### config.mk
export PLATFORM = sky130hd
export DESIGN_NAME = audrx_top
export DESIGN_NICKNAME = d
export VERILOG_FILES = /design/src/rtl/audrx_pkg.sv /design/src/rtl/audrx_sync.sv /design/src/rtl/audrx_framer.sv /design/src/rtl/audrx_shifter.sv /design/src/rtl/audrx_top.sv
export SDC_FILE = /design/constraint.sdc
export NUM_CORES = 1
export LEC_CHECK = 0
export CAP_MARGIN = 20
export CORE_UTILIZATION = 56
export DETAILED_ROUTE_END_ITERATION = 8
export GPL_ROUTABILITY_DRIVEN = 0
export GPL_TIMING_DRIVEN = 0
export PLACE_DENSITY = 0.79
export SLEW_MARGIN = 30
export SYNTH_ARGS = -nofsm -noshare
export SYNTH_HDL_FRONTEND = slang
export SYNTH_SLANG_ARGS = --single-unit
### constraint.sdc
create_clock -name clk -period 3.41 [get_ports clk]
set_input_delay 0.341 -clock clk [delete_from_list [all_inputs] [get_ports clk]]
set_output_delay 0.341 -clock clk [all_outputs]
set_load 0.03 [all_outputs]
### src/rtl/audrx_pkg.sv
package audrx_pkg;

    localparam int unsigned AUD_W    = 24;
    localparam int unsigned CH_SLOTS = 32;
    localparam int unsigned CNT_W    = $clog2(CH_SLOTS + 1);
    localparam int unsigned SH_W     = $clog2(AUD_W);

    typedef enum logic [1:0] {
        FMT_I2S = 2'd0,
        FMT_LJ  = 2'd1,
        FMT_RJ  = 2'd2,
        FMT_DSP = 2'd3
    } fmt_e;

    typedef struct packed {
        logic lr;
        logic dat;
    } bit_t;

    typedef struct packed {
        logic [AUD_W-1:0] left;
        logic [AUD_W-1:0] right;
    } pair_t;

    function automatic int unsigned width_of(input logic [1:0] sel);
        case (sel)
            2'd0:    return 16;
            2'd1:    return 20;
            default: return 24;
        endcase
    endfunction

    // Slot index (0 = first bit with new frame level) holding the MSB.
    function automatic int unsigned msb_slot(input fmt_e f, input int unsigned w);
        case (f)
            FMT_LJ:  return 0;
            FMT_RJ:  return CH_SLOTS - w;
            default: return 1;
        endcase
    endfunction

endpackage

### src/rtl/audrx_sync.sv
module audrx_sync
    import audrx_pkg::*;
#(
    parameter int unsigned STAGES = 2
) (
    input  logic clk,
    input  logic rst,
    input  logic bclk,
    input  logic lrclk,
    input  logic sdata,
    output logic tick,
    output bit_t smp
);

    localparam int unsigned LINES = 3;

    logic [LINES-1:0] stage [STAGES];
    logic             bclk_prev;

    for (genvar g = 0; g < STAGES; g++) begin : g_stage
        always_ff @(posedge clk) begin
            if (rst) begin
                stage[g] <= '0;
            end else if (g == 0) begin
                stage[g] <= {bclk, lrclk, sdata};
            end else begin
                stage[g] <= stage[(g == 0) ? 0 : g-1];
            end
        end
    end

    always_ff @(posedge clk) begin
        if (rst) bclk_prev <= 1'b0;
        else     bclk_prev <= stage[STAGES-1][2];
    end

    always_comb begin
        tick    = stage[STAGES-1][2] & ~bclk_prev;
        smp.lr  = stage[STAGES-1][1];
        smp.dat = stage[STAGES-1][0];
    end

    AST_TICK_GAP: assert property (@(posedge clk) disable iff (rst)
        tick |=> !tick);

endmodule

### src/rtl/audrx_framer.sv
module audrx_framer
    import audrx_pkg::*;
(
    input  logic       clk,
    input  logic       rst,
    input  logic       tick,
    input  logic       lr_bit,
    input  fmt_e       fmt,
    input  logic [1:0] wsel,
    output logic       cap_en,
    output logic       word_done,
    output logic       word_ch,
    output logic       drop_left,
    output logic       frame_err
);

    logic [CNT_W-1:0] cnt_q, cnt_now, first_slot, last_slot;
    logic             prev_lr, synced_q, dch_q;
    logic             edge_seen, early, synced_now, ch_now;

    always_comb begin
        edge_seen  = (fmt == FMT_DSP) ? (lr_bit & ~prev_lr) : (lr_bit ^ prev_lr);
        early      = synced_q && edge_seen && (cnt_q < CNT_W'(CH_SLOTS - 1));
        if (edge_seen)                         cnt_now = '0;
        else if (cnt_q == CNT_W'(CH_SLOTS))    cnt_now = cnt_q;
        else                                   cnt_now = cnt_q + 1'b1;
        synced_now = synced_q | edge_seen;
        if (fmt != FMT_DSP)   ch_now = lr_bit;
        else if (edge_seen)   ch_now = (synced_q && !early) ? ~dch_q : 1'b0;
        else                  ch_now = dch_q;
        first_slot = CNT_W'(msb_slot(fmt, width_of(wsel)));
        last_slot  = first_slot + CNT_W'(width_of(wsel)) - 1'b1;
        cap_en     = tick && synced_now && (cnt_now >= first_slot) && (cnt_now <= last_slot);
        word_done  = tick && synced_now && (cnt_now == last_slot);
        word_ch    = ch_now;
        drop_left  = tick && early;
    end

    always_ff @(posedge clk) begin
        if (rst) begin
            cnt_q     <= '0;
            prev_lr   <= 1'b0;
            synced_q  <= 1'b0;
            dch_q     <= 1'b0;
            frame_err <= 1'b0;
        end else begin
            frame_err <= tick && early;
            if (tick) begin
                cnt_q    <= cnt_now;
                prev_lr  <= lr_bit;
                synced_q <= synced_now;
                dch_q    <= ch_now;
            end
        end
    end

    AST_ERR_SINGLE: assert property (@(posedge clk) disable iff (rst)
        frame_err |=> !frame_err);
    AST_ERR_AFTER_TICK: assert property (@(posedge clk) disable iff (rst)
        frame_err |-> $past(tick));

endmodule

### src/rtl/audrx_shifter.sv
module audrx_shifter
    import audrx_pkg::*;
(
    input  logic             clk,
    input  logic             rst,
    input  logic             tick,
    input  logic             cap_en,
    input  logic             dat,
    input  logic             word_done,
    input  logic             word_ch,
    input  logic             drop_left,
    input  logic [1:0]       wsel,
    output logic [AUD_W-1:0] left_out,
    output logic [AUD_W-1:0] right_out,
    output logic             pair_valid
);

    logic [AUD_W-1:0] sh_q, sh_next, aligned, left_hold;
    logic             left_ok;
    logic [SH_W-1:0]  shamt;
    pair_t            pair_q;

    always_comb begin
        shamt   = SH_W'(AUD_W - width_of(wsel));
        sh_next = {sh_q[AUD_W-2:0], dat};
        aligned = sh_next << shamt;
    end

    always_ff @(posedge clk) begin
        if (rst) begin
            sh_q       <= '0;
            left_hold  <= '0;
            left_ok    <= 1'b0;
            pair_q     <= '0;
            pair_valid <= 1'b0;
        end else begin
            pair_valid <= 1'b0;
            if (cap_en) sh_q <= sh_next;
            if (drop_left) left_ok <= 1'b0;
            if (word_done) begin
                if (!word_ch) begin
                    left_hold <= aligned;
                    left_ok   <= 1'b1;
                end else if (left_ok) begin
                    pair_q.left  <= left_hold;
                    pair_q.right <= aligned;
                    pair_valid   <= 1'b1;
                    left_ok      <= 1'b0;
                end
            end
        end
    end

    assign left_out  = pair_q.left;
    assign right_out = pair_q.right;

    AST_VALID_SINGLE: assert property (@(posedge clk) disable iff (rst)
        pair_valid |=> !pair_valid);
    AST_VALID_AFTER_TICK: assert property (@(posedge clk) disable iff (rst)
        pair_valid |-> $past(tick));
    AST_OUT_HOLD: assert property (@(posedge clk) disable iff (rst)
        !pair_valid |-> ($stable(left_out) && $stable(right_out)));
    AST_PAD_ZERO: assert property (@(posedge clk) disable iff (rst)
        (pair_valid && wsel == 2'd0) |-> (left_out[7:0] == 8'd0 && right_out[7:0] == 8'd0));
    AST_PAD_ZERO_20: assert property (@(posedge clk) disable iff (rst)
        (pair_valid && wsel == 2'd1) |-> (left_out[3:0] == 4'd0 && right_out[3:0] == 4'd0));

endmodule

### src/rtl/audrx_top.sv
module audrx_top
    import audrx_pkg::*;
#(
    parameter int unsigned SYNC_STAGES = 2
) (
    input  logic             clk,
    input  logic             rst,
    input  logic [1:0]       fmt,
    input  logic [1:0]       wsel,
    input  logic             bclk,
    input  logic             lrclk,
    input  logic             sdata,
    output logic [AUD_W-1:0] left_out,
    output logic [AUD_W-1:0] right_out,
    output logic             pair_valid,
    output logic             frame_err
);

    logic tick, cap_en, word_done, word_ch, drop_left;
    bit_t smp;
    fmt_e fmt_sel;

    assign fmt_sel = fmt_e'(fmt);

    audrx_sync #(.STAGES(SYNC_STAGES)) u_sync (
        .clk   (clk),
        .rst   (rst),
        .bclk  (bclk),
        .lrclk (lrclk),
        .sdata (sdata),
        .tick  (tick),
        .smp   (smp)
    );

    audrx_framer u_framer (
        .clk       (clk),
        .rst       (rst),
        .tick      (tick),
        .lr_bit    (smp.lr),
        .fmt       (fmt_sel),
        .wsel      (wsel),
        .cap_en    (cap_en),
        .word_done (word_done),
        .word_ch   (word_ch),
        .drop_left (drop_left),
        .frame_err (frame_err)
    );

    audrx_shifter u_shifter (
        .clk        (clk),
        .rst        (rst),
        .tick       (tick),
        .cap_en     (cap_en),
        .dat        (smp.dat),
        .word_done  (word_done),
        .word_ch    (word_ch),
        .drop_left  (drop_left),
        .wsel       (wsel),
        .left_out   (left_out),
        .right_out  (right_out),
        .pair_valid (pair_valid)
    );

endmodule

After elaboration in Yosys (flattened, before gate mapping). Memory sizes are Yosys's and may differ from the RTL's. Index checks and enable logic that the tools add are counted. Widths: inputs -> output; s select.

Input port bits: 9. Memories kept: 1. Register bits after elaboration: 108. Output and inout bits: 50. Logic and storage cells: 71. Bits in writable memories: 6.

Reduce and logical (&&, ||, !) cells: 13. Shift-type cells: 1. Mux-type cells: 18. Add/sub/neg operators: 5. Order comparisons: 3. Bitwise gates (word level): 11. Equal/unequal tests: 7.

Memories: u_sync.stage (words 2, bits a word 3, read ports 2, clocked after Yosys merged registers in 0, wr ports 2, line audrx_sync.sv:17) `logic [LINES-1:0] stage [STAGES];`.

Operators by type and width (count): $shl 24x5->24 (1); $mux 1 (12); $mux 6 (2); $pmux 6 s2 (1); $logic_and 1x1->1 (8); $pmux 4 s2 (1); $add 6x1->6 const B (1); $add 6x6->6 (1); $eq 6x6->1 (1); $eq 6x6->1 const B (1); $ge 6x6->1 (1); $le 6x6->1 (1); $lt 6x5->1 const B (1); $mux 3 (2); $sub 6x1->6 const B (1); $sub 6x6->6 const A (1); $not 1->1 (5); $sub 5x5->5 const A (1); $eq 2x1->1 const B (2); $eq 2x2->1 const B (2); $or 1x1->1 (3); $reduce_and 3->1 (1); $reduce_or 3->1 (1); $and 1x1->1 (2); 5 further kinds (5).

Longest topological paths before layout. Gate-level depths: netlist (run 1).

Word-level depth: 12. Mapped depth: 15.

Hierarchy. From an unflattened synthesis (run 1), not the netlist that was laid out.

Cell total of the unflattened synthesis: 592. Area, all modules: 5195.0 sq um.

By module, submodules not included: audrx_shifter (sequential area each 1941.9 sq um, area an instance 3883.7 sq um, instances 1, cells an instance 436); audrx_framer (sequential area each 200.2 sq um, area an instance 1106.1 sq um, instances 1, cells an instance 139); audrx_sync (sequential area each 140.1 sq um, area an instance 205.2 sq um, instances 1, cells an instance 17).

Worst setup path before layout (run 1). Ideal clock, no wire load.

Path type: input port to flip-flop. From: input wsel[1]. To: register u_shifter.sh_q[10]. Required time: 3.338 ns. Setup slack: 0.383 ns. Arrival time: 2.955 ns. Path buffers: 4. Library setup time: 0.072 ns. Cell stages on the path: 14. Cell sequence: clkbuf_1 clkbuf_1 mux2i_1 ha_1 a31oi_1 xor2_1 ha_1 a21oi_1 a21boi_0 o32ai_1 o311a_1 buf_6 buf_12 mux2i_1.

Cells in the longest elaborated chain, start to end: 8. Elaborated cells on any way between the ends: 11. Those cells by class: 3 x add/sub; 2 x order compare; 1 x eq/ne; 2 x mux; 3 x reduce/logical.

RTL lines: start, declared (line audrx_top.sv:9) `input logic [1:0] wsel,`; $eq 2x1->1 or $logic_not 2->1 (tied branches) (line audrx_pkg.sv:26) `case (sel)`; $pmux 4 s2 * (line audrx_pkg.sv:26); $sub 6x6->6 (line audrx_pkg.sv:37) `FMT_RJ: return CH_SLOTS - w;`; $pmux 6 s2 (line audrx_pkg.sv:35) `case (f)`; $add 6x6->6 (line audrx_framer.sv:32) `last_slot = first_slot + CNT_W'(width_of(wsel)) - 1'b1;`; $sub 6x1->6 (line audrx_framer.sv:32); $le 6x6->1 (line audrx_framer.sv:33) `cap_en = tick && synced_now && (cnt_now >= first_slot) && (cnt_now <= last_slot);`; $logic_and 1x1->1 * (line audrx_framer.sv:33); end signal, assigned (line audrx_shifter.sv:38) `if (cap_en) sh_q <= sh_next;`; end, declared (line audrx_shifter.sv:18) `logic [AUD_W-1:0] sh_q, sh_next, aligned, left_hold;`.

Every way passes the cells marked *; elsewhere a longest branch is shown, timed or not. A chain may end at the register's enable or synchronous reset.

Worst setup path in the final report (run 1).
From: input wsel[1]. To: register u_shifter.sh_q[4].

The elaborated chain is that of the path after synthesis.

==> flow_metrics.env, run 1 <==
export IMPL_status="finished clean"
export IMPL_synth_edff_count=0
export IMPL_finalSetupTns_ps=0
export IMPL_syn_avg_cell_area_sq_um=8.65
export IMPL_ys_warn_count=0
export IMPL_maxCapViolations=0
export IMPL_rrSetupSlack_ps=160
export IMPL_synth_top_cell_by_area="dfxtp_1"
export IMPL_cts_root_buf="clkbuf_8"
export IMPL_final_setup_viol_count=0
export IMPL_synth_async_sr_flop_share_pct=0
export IMPL_synth_nets=647
export IMPL_routed_wl_met2_microns=6260
export IMPL_hold_class="in -> reg"
export IMPL_max_vdd_ir_drop_uv=365
export IMPL_ys_types=47
export IMPL_fin_crit_ps=3320
export IMPL_ios=59
export IMPL_layout_common_cells="135 x nand2_1, 114 x dfxtp_1, 57 x clkdlybuf4s50_1"
export IMPL_placementRows=35
export IMPL_p_per_area_nw_per_um2=481
export IMPL_grt_pass1_wl_microns=21500
export IMPL_power_mw=3.21
export IMPL_drt_iter0_markers=283
export IMPL_p_leak_nw=2.52
export IMPL_dp_cells=806
export IMPL_worstPathArrival_ps=3750
export IMPL_grt_ovfl_total=0
export IMPL_clk_insertion_delay_late_ps=520
export IMPL_wl_met1_microns=5910
export IMPL_fin_crit_sh_pct=97.4
export IMPL_vias_per_cell=5.51
export IMPL_syn_inst=620
export IMPL_antenna_found_initial=0
export IMPL_endpoint="u_shifter.sh_q[4]"
export IMPL_cts_hold_buf=0
export IMPL_r2r_start="u_framer.prev_lr"
export IMPL_fp_dieW_microns=99.8
export IMPL_worstSetupStartpointType="input port"
export IMPL_required_ps=3840
export IMPL_highest_layer="met4"
export IMPL_firstDrtPassIters=5
export IMPL_crit_start="wsel[1]"
export IMPL_rr_worst_depth=15
export IMPL_clockBufferDepth=2
export IMPL_ys_ff_latch=114
export IMPL_fin_cells=839
export IMPL_ys_flop_type="dfxtp_1"
export IMPL_layout_drive_gt1_share_pct=11.3
export IMPL_synth_top_area_share_pct=42.6
export IMPL_cts_tree="built"
export IMPL_synth_area_sq_um=5360
export IMPL_critPathMaxFanout=10
export IMPL_clock_skew_ps=11.5
export IMPL_wirelength_microns=13200
export IMPL_max_freq_mhz=301
export IMPL_gr_usage_all_layers_pct=27.9
export IMPL_numPortBuffers=57
export IMPL_fin_nets=724
export IMPL_slew_headroom_pct=53.0
export IMPL_worstSetupEndpointType="flip-flop"
export IMPL_ys_seq_area_share_pct=42.6
export IMPL_worst_pin_slew_ps=706
export IMPL_post_dp_hpwl_microns=9450
export IMPL_drtAntennaViolNets=0
export IMPL_slew_viol_final=0
export IMPL_area_delta_synth_final_pct=24.8
export IMPL_first_global_vias=4429
export IMPL_die_h_microns=99.8
export IMPL_path_class="in -> reg"
export IMPL_clk_pin_slew_worst_paths_ps=60
export IMPL_rsz0062_at_grt="false"
export IMPL_wire_per_inst_microns=15.8
export IMPL_initial_core_util_pct=58.0
export IMPL_coreArea_sq_um=9240
export IMPL_drc=0
export IMPL_cts_sinks=114
export IMPL_grt_max_degree=17
export IMPL_worst_slack_ps=89.2
export IMPL_dp_slack_ps=-861
export IMPL_num_vias=4624
export IMPL_cts_max_level=4
export IMPL_wl_met3_microns=736
export IMPL_r2r_end="u_shifter.sh_q[4]"
export IMPL_final_common_cell="nand2_1"
export IMPL_fp_dieArea_sq_um=9970
export IMPL_cts_made_buffers=17
export IMPL_hold_viol=0
export IMPL_synthTopCellsByArea="dfxtp_1 43%, nand2_1 9.5%, mux2i_1 7.5%, nand2b_1 6.1%, a21oi_1 4.9%"
export IMPL_antenna_cells=0
-- sequential cells by signal (all words and copies together), names as in the netlist --
name,cells
u_framer.prev_lr,1
u_framer.cnt_q,6
u_shifter.left_hold,24
u_shifter.sh_q,23
u_shifter.left_ok,1
u_shifter.right_out,24
u_shifter.pair_valid,1
u_shifter.left_out,24
u_framer.synced_q,1
u_framer.frame_err,1
u_sync.stage,6
u_sync.bclk_prev,1
u_framer.dch_q,1
-- logic make-up after synthesis --
| group | after synthesis | synth area share, % |
|---|---|---|
| and+or+nand+nor | 281 | 26.0 |
| DFF | 114 | 42.6 |
| AOI/OAI and AO/OA | 94 | 10.2 |
| buffers and inverters | 55 | 6.05 |
| muxes | 52 | 9.99 |
| adders and majority gates | 18 | 4.20 |
| xor gates and xnor gates | 6 | 0.980 |
-- layer usage --
layer | GRT usage [%] | vias up
met5 | 0 | -
met4 | 11.1 | 0
met3 | 5.15 | 35
met2 | 46.2 | 157
met1 | 36.1 | 2190
li1 | - | 2242
-- how the worst min path moves through the flow --
stage,startpoint,endpoint,slack (ps),depth (start not counted)
6_report,sdata,u_sync.stage[0][0],380,2
5_1_grt,lrclk,u_sync.stage[0][1],380,2
4_1_cts,lrclk,u_sync.stage[0][1],370,2
3_5_place_dp,u_sync.stage[0][0],u_sync.stage[1][0],420,1
3_3_place_gp,u_sync.stage[0][0],u_sync.stage[1][0],420,1
2_1_floorplan,u_sync.stage[0][0],u_sync.stage[1][0],410,1
-- timing repair --
| action | in CTS | in global routing |
|---|---|---|
| pin swaps | 1 | 0 |
| setup buffers | 1 | 0 |
| gates resized for setup | 3 | 6 |
| setup endpoints to repair | 97 | 89 |
-- worst max-delay path: stages --
cell,delay (ps)
clkdlybuf4s50_1,540
clkbuf_4,230
buf_4,210
mux2i_1,100
ha_1,360
a31oi_2,170
xor2_1,190
ha_1,280
a21oi_1,150
a21boi_0,120
o32ai_1,280
o311a_1,240
buf_6,150
buf_12,140
mux2i_1,230
-- cell usage after synthesis, types with 4 or more instances --
library cell and n:
nor2_1 20, buf_6 7, nand3b_1 26, clkbuf_1 21, buf_4 6, mux2i_1 40, nor2b_1 12, o21ai_1 20
o21ai_0 5, a21oi_1 53, inv_1 9, dfxtp_1 114, mux2_2 12, ha_1 18, or2_2 4, nand2_1 135
buf_2 8, nor3_1 5, nand3_1 13, nand2b_1 52, xnor2_1 4
-- where the power goes --
| group | leakage, nW | switching [mW] | internal [mW] | total [mW] |
|---|---|---|---|---|
| logic | 1.32 | 0.0897 | 0.0683 | 0.158 |
| clock network | 0.279 | 0.712 | 1.00 | 1.71 |
| registers | 0.919 | 0.00401 | 1.34 | 1.34 |
| total | 2.52 | 0.806 | 2.41 | 3.21 |
-- layout make-up --
cell class | count | area, sq um
fill | 689 | 2550
buffer | 46 | 299
clock buffer | 17 | 414
multi-input combinational | 451 | 2760
inverter | 9 | 33.8
timing repair buffer | 58 | 578
sequential | 114 | 2280
tap | 129 | 161
clock inverter | 15 | 160
-- through the flow --
step | hold slack, ps | cell area [sq um] | util, %
finish | 380 | 6690 | 72.4
global route | 381 | 6690 | 72.4
CTS | 371 | 6680 | 72.3
detailed placement | 425 | 6090 | 65.9
global placement | 422 | 6090 | 65.9
floorplan | 414 | 5360 | -
Power figures use the tool's default switching activity.
==> inputs of run 2 (changes only) <==
CAP_MARGIN = 15   (was 20)
==> results of run 2 <==
Same layout as run 1: the final DEF is identical, and so are final timing and power.
